[src/rtl/exc_ctl_pkg.sv]
// Shared constants and types of the exception/enable controller.
// Assumes one decoded operation per cycle from the pipeline.
package exc_ctl_pkg;

    typedef enum logic [1:0] {
        OPK_TRAP = 2'd0,
        OPK_DIV  = 2'd1,
        OPK_JUMP = 2'd2,
        OPK_NONE = 2'd3
    } op_kind_e;

    localparam logic [4:0] TRAP_IMM_SCALL = 5'd7;
    localparam logic [4:0] TRAP_IMM_BREAK = 5'd2;
    localparam logic [4:0] REG_EXC_LINK   = 5'd30;
    localparam logic [4:0] REG_BRK_LINK   = 5'd31;

    localparam int EXC_CODE_W = 3;
    localparam int VEC_SHIFT  = 5;
    localparam int BASE_LSB   = EXC_CODE_W + VEC_SHIFT;

    localparam logic [EXC_CODE_W-1:0] EXC_BREAK = 3'd1;
    localparam logic [EXC_CODE_W-1:0] EXC_DIVZ  = 3'd5;
    localparam logic [EXC_CODE_W-1:0] EXC_SCALL = 3'd7;

    localparam int EN_W   = 3;
    localparam int EN_IE  = 0;
    localparam int EN_EIE = 1;
    localparam int EN_BIE = 2;

    localparam logic [4:0] CSR_ENABLE  = 5'd0;
    localparam logic [4:0] CSR_MASK    = 5'd1;
    localparam logic [4:0] CSR_PENDING = 5'd2;
    localparam logic [4:0] CSR_BASE    = 5'd3;
    localparam logic [4:0] CSR_CONFIG  = 5'd5;
    localparam logic [4:0] CSR_ICACHE  = 5'd6;
    localparam logic [4:0] CSR_LAST_WO = 5'd15;

    typedef struct packed {
        logic                  entry;
        logic                  to_brk;
        logic [EXC_CODE_W-1:0] code;
        logic                  illegal;
        logic                  jump;
        logic                  ret_exc;
        logic                  ret_brk;
    } trap_act_t;

endpackage

[src/rtl/exc_trap_decode.sv]
// Classifies the presented control operation into an action bundle.
// Purely combinational; assumes op_* fields are stable while op_valid is high.
module exc_trap_decode
    import exc_ctl_pkg::*;
(
    input  logic       op_valid,
    input  logic [1:0] op_kind,
    input  logic [4:0] op_imm,
    input  logic [4:0] op_reg,
    input  logic       op_divisor_zero,
    output trap_act_t  act
);

    // Decode kind, trap immediate and jump register into one action.
    always_comb begin
        act = '0;
        if (op_valid) begin
            unique case (op_kind_e'(op_kind))
                OPK_TRAP: begin
                    if (op_imm == TRAP_IMM_SCALL) begin
                        act.entry = 1'b1;
                        act.code  = EXC_SCALL;
                    end else if (op_imm == TRAP_IMM_BREAK) begin
                        act.entry  = 1'b1;
                        act.to_brk = 1'b1;
                        act.code   = EXC_BREAK;
                    end else begin
                        act.illegal = 1'b1;
                    end
                end
                OPK_DIV: begin
                    if (op_divisor_zero) begin
                        act.entry = 1'b1;
                        act.code  = EXC_DIVZ;
                    end
                end
                OPK_JUMP: begin
                    act.jump    = 1'b1;
                    act.ret_exc = (op_reg == REG_EXC_LINK);
                    act.ret_brk = (op_reg == REG_BRK_LINK);
                end
                default: ;
            endcase
        end
    end

endmodule

[src/rtl/exc_enable_reg.sv]
// Holds the enable register {breakpoint copy, exception copy, live enable}.
// Priority: entry, then return, then software write (already gated upstream).
module exc_enable_reg
    import exc_ctl_pkg::*;
(
    input  logic            clk,
    input  logic            rst_n,
    input  trap_act_t       act,
    input  logic            sw_we,
    input  logic [EN_W-1:0] sw_val,
    output logic [EN_W-1:0] en_q
);

    // Update the live bit and the saved copies by operation priority.
    always_ff @(posedge clk) begin
        if (!rst_n) begin
            en_q <= '0;
        end else if (act.entry) begin
            en_q[EN_IE] <= 1'b0;
            if (act.to_brk) begin
                en_q[EN_BIE] <= en_q[EN_IE];
            end else begin
                en_q[EN_EIE] <= en_q[EN_IE];
            end
        end else if (act.ret_exc) begin
            en_q[EN_IE] <= en_q[EN_EIE];
        end else if (act.ret_brk) begin
            en_q[EN_IE] <= en_q[EN_BIE];
        end else if (sw_we && !act.jump) begin
            en_q <= sw_val;
        end
    end

endmodule

[src/rtl/exc_csr_port.sv]
// Software access port: legality check, base register, registered read data.
// Assumes block_wr is high when a same-cycle operation overrides the write.
module exc_csr_port
    import exc_ctl_pkg::*;
#(
    parameter int              XLEN       = 32,
    parameter logic [XLEN-1:0] RESET_BASE = '0
) (
    input  logic            clk,
    input  logic            rst_n,
    input  logic            csr_we,
    input  logic            csr_re,
    input  logic [4:0]      csr_idx,
    input  logic [XLEN-1:0] csr_wdata,
    input  logic            block_wr,
    input  logic [EN_W-1:0] en_q,
    output logic            en_we,
    output logic            refetch,
    output logic [XLEN-1:0] base_q,
    output logic [XLEN-1:0] rd_data,
    output logic            err
);

    localparam int PAD_W = XLEN - EN_W;

    logic wr_go;
    logic wr_legal;
    logic rd_legal;
    logic [XLEN-1:0] rd_mux;

    // Classify the index for each access direction.
    always_comb begin
        rd_legal = (csr_idx <= CSR_CONFIG);
        wr_legal = (csr_idx <= CSR_BASE) ||
                   ((csr_idx >= CSR_ICACHE) && (csr_idx <= CSR_LAST_WO));
        wr_go    = csr_we && !block_wr;
        en_we    = wr_go && (csr_idx == CSR_ENABLE);
        refetch  = wr_go && ((csr_idx == CSR_ENABLE) || (csr_idx == CSR_MASK) ||
                             (csr_idx == CSR_PENDING));
    end

    // Select read data for the registers held locally.
    always_comb begin
        unique case (csr_idx)
            CSR_ENABLE: rd_mux = {{PAD_W{1'b0}}, en_q};
            CSR_BASE:   rd_mux = base_q;
            default:    rd_mux = '0;
        endcase
    end

    // Hold the vector base register.
    always_ff @(posedge clk) begin
        if (!rst_n) begin
            base_q <= RESET_BASE;
        end else if (wr_go && (csr_idx == CSR_BASE)) begin
            base_q <= csr_wdata;
        end
    end

    // Register read data and the access-error pulse.
    always_ff @(posedge clk) begin
        if (!rst_n) begin
            rd_data <= '0;
            err     <= 1'b0;
        end else begin
            rd_data <= (csr_re && rd_legal) ? rd_mux : '0;
            err     <= (wr_go && !wr_legal) || (csr_re && !rd_legal);
        end
    end

endmodule

[src/rtl/exc_ctl_unit.sv]
// Top of the exception entry / interrupt-enable controller.
// Produces redirect, link-register save and exception report one cycle
// after the causing inputs; assumes XLEN is wider than the vector field.
module exc_ctl_unit
    import exc_ctl_pkg::*;
#(
    parameter int              XLEN       = 32,
    parameter logic [XLEN-1:0] RESET_BASE = '0
) (
    input  logic                  clk,
    input  logic                  rst_n,
    input  logic                  op_valid,
    input  logic [1:0]            op_kind,
    input  logic [XLEN-1:0]       op_pc,
    input  logic [4:0]            op_imm,
    input  logic [4:0]            op_reg,
    input  logic                  op_divisor_zero,
    input  logic [XLEN-1:0]       op_target,
    input  logic                  csr_we,
    input  logic                  csr_re,
    input  logic [4:0]            csr_idx,
    input  logic [XLEN-1:0]       csr_wdata,
    input  logic [XLEN-1:0]       csr_pc,
    output logic [2:0]            ie_bits,
    output logic                  redirect_valid,
    output logic [XLEN-1:0]       redirect_pc,
    output logic                  save_we,
    output logic [4:0]            save_reg,
    output logic [XLEN-1:0]       save_data,
    output logic                  exc_valid,
    output logic [EXC_CODE_W-1:0] exc_code,
    output logic                  illegal_op,
    output logic [XLEN-1:0]       csr_rd_data,
    output logic                  csr_err
);

    localparam logic [XLEN-1:0] FETCH_STEP = XLEN'(4);

    trap_act_t       act;
    logic            block_wr;
    logic            en_we;
    logic            refetch;
    logic [XLEN-1:0] base_q;
    logic [XLEN-1:0] vector_pc;
    logic [XLEN-1:0] redir_d;
    logic            redir_go;

    exc_trap_decode u_decode (
        .op_valid        (op_valid),
        .op_kind         (op_kind),
        .op_imm          (op_imm),
        .op_reg          (op_reg),
        .op_divisor_zero (op_divisor_zero),
        .act             (act)
    );

    assign block_wr = act.entry || act.jump;

    exc_csr_port #(
        .XLEN       (XLEN),
        .RESET_BASE (RESET_BASE)
    ) u_csr (
        .clk       (clk),
        .rst_n     (rst_n),
        .csr_we    (csr_we),
        .csr_re    (csr_re),
        .csr_idx   (csr_idx),
        .csr_wdata (csr_wdata),
        .block_wr  (block_wr),
        .en_q      (ie_bits),
        .en_we     (en_we),
        .refetch   (refetch),
        .base_q    (base_q),
        .rd_data   (csr_rd_data),
        .err       (csr_err)
    );

    exc_enable_reg u_enable (
        .clk    (clk),
        .rst_n  (rst_n),
        .act    (act),
        .sw_we  (en_we),
        .sw_val (csr_wdata[EN_W-1:0]),
        .en_q   (ie_bits)
    );

    // Pick the redirect source: vector, jump target or refetch.
    always_comb begin
        vector_pc = {base_q[XLEN-1:BASE_LSB], act.code, {VEC_SHIFT{1'b0}}};
        redir_go  = act.entry || act.jump || refetch;
        if (act.entry) begin
            redir_d = vector_pc;
        end else if (act.jump) begin
            redir_d = op_target;
        end else begin
            redir_d = csr_pc + FETCH_STEP;
        end
    end

    // Register the redirect, link save and exception report.
    always_ff @(posedge clk) begin
        if (!rst_n) begin
            redirect_valid <= 1'b0;
            redirect_pc    <= '0;
            save_we        <= 1'b0;
            save_reg       <= '0;
            save_data      <= '0;
            exc_valid      <= 1'b0;
            exc_code       <= '0;
            illegal_op     <= 1'b0;
        end else begin
            redirect_valid <= redir_go;
            redirect_pc    <= redir_go ? redir_d : '0;
            save_we        <= act.entry;
            save_reg       <= act.entry ? (act.to_brk ? REG_BRK_LINK : REG_EXC_LINK) : '0;
            save_data      <= act.entry ? op_pc : '0;
            exc_valid      <= act.entry;
            exc_code       <= act.code;
            illegal_op     <= act.illegal;
        end
    end

endmodule

[config.mk]
export PLATFORM = sky130hd
export DESIGN_NAME = exc_ctl_unit
export DESIGN_NICKNAME = d
export VERILOG_FILES = /design/src/rtl/exc_ctl_pkg.sv /design/src/rtl/exc_trap_decode.sv /design/src/rtl/exc_enable_reg.sv /design/src/rtl/exc_csr_port.sv /design/src/rtl/exc_ctl_unit.sv
export SDC_FILE = /design/constraint.sdc
export NUM_CORES = 1
export LEC_CHECK = 0
export ABC_AREA = 0
export CORE_MARGIN = 5
export CORE_UTILIZATION = 41
export DETAILED_ROUTE_END_ITERATION = 6
export GPL_TIMING_DRIVEN = 0
export PLACE_DENSITY = 0.84
export SLEW_MARGIN = 20
export SYNTH_ARGS = -nofsm -noshare
export SYNTH_HDL_FRONTEND = slang
export SYNTH_SLANG_ARGS = --single-unit
[constraint.sdc]
create_clock -name clk -period 1.9 [get_ports clk]
set_input_delay 0.285 -clock clk [delete_from_list [all_inputs] [get_ports clk]]
set_output_delay 0.285 -clock clk [all_outputs]
set_load 0.02 [all_outputs]
==> results.ini <==
[synthesis]
synthFlopType=dfxtp_1
yosysTopAreaCellShare=0.521
postSynthCellCount=581
yosys_warnings=0
ys_seq_area_frac=0.521
yosysMostFrequentCell=dfxtp_1
area_leader_netlist=dfxtp_1
synth_enable_flop_cells=0
asyncSetResetFlopFracSynth=0
synth.cell_area_mm2=0.00538
synthesis.area_per_instance_um2=9.25
synth.top_cells.by_count=dfxtp_1 (140), nand2_1 (104), nor2_1 (37), and3_1 (34), and2_1 (32)
synth_cell_types=49
ys_seq_elements=140
synth_fp_nets=733
ys_top_cells_by_area=dfxtp_1 (52%), nand2_1 (7.3%), and3_1 (4.0%)

[clock_tree]
clock_tree.htree_level_count=4
worstSkewPairLatency_ns=0.42
tritoncts=yes
cts_hold_buffers=0
cts.reportedPaths.clkPinSlew_ns=0.06
max-clock-path-buffers=2
number_of_buffers_added_by_the_clock_tree_synthesis_step=17
ctsRootBufferMaster=clkbuf_16
cts_num_sinks=140

[drt]
drt-vias-per-instance=5.07
firstDrtPassIters=5
met1_length_um=7760
detailroute.wirelength.met3_um=1790
maxUsedRoutingLayer=met4
wl_per_cell_um=19.0
final_antenna_net_count=0
drc_errors=0
routed-wl-met2_um=10000
drt-total-wl_um=20100
first_iter_violations=346
via_count=5359

[worst_setup_path]
reg2reg_to=u_enable.en_q[0]
r2r_cells=3
critical_path.reg2reg.startpoint=u_enable.en_q[1]
cp-startpoint=op_valid
r2r_setup_slack_ns=0.89
worst_ep_arrival_time_ns=2.19
start_kind=primary input
critPathCapture=save_data[4]
critical_path.endpoint_type=flop
worst_ep_required_time_ns=2.26
critPathMaxFanout=10
timing_worst_setup_path_type=primary input to flop

[grt]
grt_pass1_vias=5366
grt_antenna_before_repair=1
track_usage=0.250
grt_max_degree=17
first_pass_grt_wire_length_um=30100
grt_overflow=0

[placement]
finalWeightedCongestion=0.903
placement.io_buffers=261
detailedPlacementHpwl_um=15200
dpl_cell_area_mm2=0.00820

[floorplanning]
fp.dieArea_mm2=0.0155
floorplan.initialDensity=0.423
core_area_mm2=0.0127
die-width_um=125
core.rowCount=41
die_h_um=125
floorplan.io_pins=263

[run_status]
result_of_the_run=finished clean

[pwr]
cellLeakagePower_uw=0.00348
vdd_ir_drop_max_uv=583
post-layout-total-power_uw=7210
power.density_mw_per_mm2=799

[timing]
timing.final.max_slew_violations=0
whs_ns=0.212
skew_ns=0.00529
max_clock_freq_mhz=546
final.min_clock_period_ns=1.83
max_slew.worst_pin.slew_ns=0.563
maxSlewHeadroom=0.625
timing.final.setup_violations=0
fin_setup_tns_ns=0
report.final.hold_viol_count=0
period_utilisation_layout=0.964

[finish]
sequential_cell_area_mm2=0.00280
fillCellCount=997
fin_area_mm2=0.00902
multiInputGateArea_mm2=0.00247
layout-drive-gt1-share=0.104
layout.nets=1022
area_delta_synth_final_pct=67.7

[job]
max_cap_viol_count=0

[min_path]
min_delay_worst_type=primary input to flop

power by group:
part | leakage, uW | internal, uW | switching, uW
clock | 0.000295 | 2160 | 1240
sequential | 0.00113 | 2980 | 16.4
combinational | 0.00205 | 452 | 356
total | 0.00348 | 5590 | 1610
worst max-delay path, stage by stage:
cell and delay (ns):
clkdlybuf4s50_1 0.55, nor3b_4 0.36, a31o_4 0.24, clkbuf_4 0.22, clkbuf_1 0.32, and3_1 0.21
placed cells by master, fill, tap and decap left out, types with 5 or more instances in the layout:
cell             synthesis  final
clkdlybuf4s50_1          0    256
dfxtp_1                140    140
nand2_1                104    103
nor2_1                  37     34
and3_1                  34     34
and2_1                  32     32
a21boi_0                22     22
a21oi_1                 21     21
xnor2_1                 20     19
buf_4                    4     18
clkbuf_16                0     17
clkbuf_1                22     13
nand3_1                 13     12
a211oi_1                14     12
nand4_1                 11     11
clkbuf_2                 0     10
o21ai_0                  9      9
a21boi_1                 9      9
a22oi_1                  8      8
xor2_1                   8      8
o22ai_1                  7      7
clkbuf_4                 0      5
dlymetal6s2s_1           0      5
logic make-up after synthesis:
group,synth area share
adder cells (fa/ha/maj),0.00233
AND/OR/NAND/NOR,0.247
buffers and inverters,0.0351
XOR/XNOR,0.0456
AO/OA/AOI/OAI,0.141
multiplexers,0.00745
flip-flops,0.521
how the worst min path moves through the flow:
stage,startpoint,end,slack (ns),depth (start not counted)
after CTS,csr_wdata[24],u_csr.base_q[24],0.40,3
after global placement,u_csr.base_q[4],u_csr.rd_data[4],0.44,1
after global routing,csr_pc[2],redirect_pc[2],0.23,2
after floorplan,csr_pc[2],redirect_pc[2],0.38,1
final,csr_pc[2],redirect_pc[2],0.21,2
after detailed placement,u_csr.base_q[3],u_csr.rd_data[3],0.44,1
layout make-up:
type,count,area share
Antenna cell,1,0.000278
Buffer,39,0.0239
Clock buffer,21,0.0522
Clock inverter,11,0.0157
Inverter,3,0.00125
Multi-Input combinational cell,399,0.273
Sequential cell,140,0.311
Tap cell,172,0.0239
Timing Repair Buffer,270,0.299
routing by layer:
layer	vias to the layer above	GRT usage
li1	2582	-
met1	2494	0.286
met2	249	0.434
met3	34	0.0849
met4	0	0.0864
met5	-	0
timing repair:
action | 4_1_cts | 5_1_grt
endpoints found under the setup margin | 70 | 95
pin swaps | 2 | 6
buffers inserted | 4 | 5
resized for setup | 7 | 46
per-stage QoR:
stage                     worst slack, ns  utilization  instances
after floorplan                     0.349            -        581
after global placement             -0.711        0.645       1014
after detailed placement           -0.731        0.645       1014
after CTS                         -0.0132        0.697       1050
after global routing              -0.0553        0.709       1056
final                              0.0690        0.709       1056
Power figures use the tool's default switching activity.
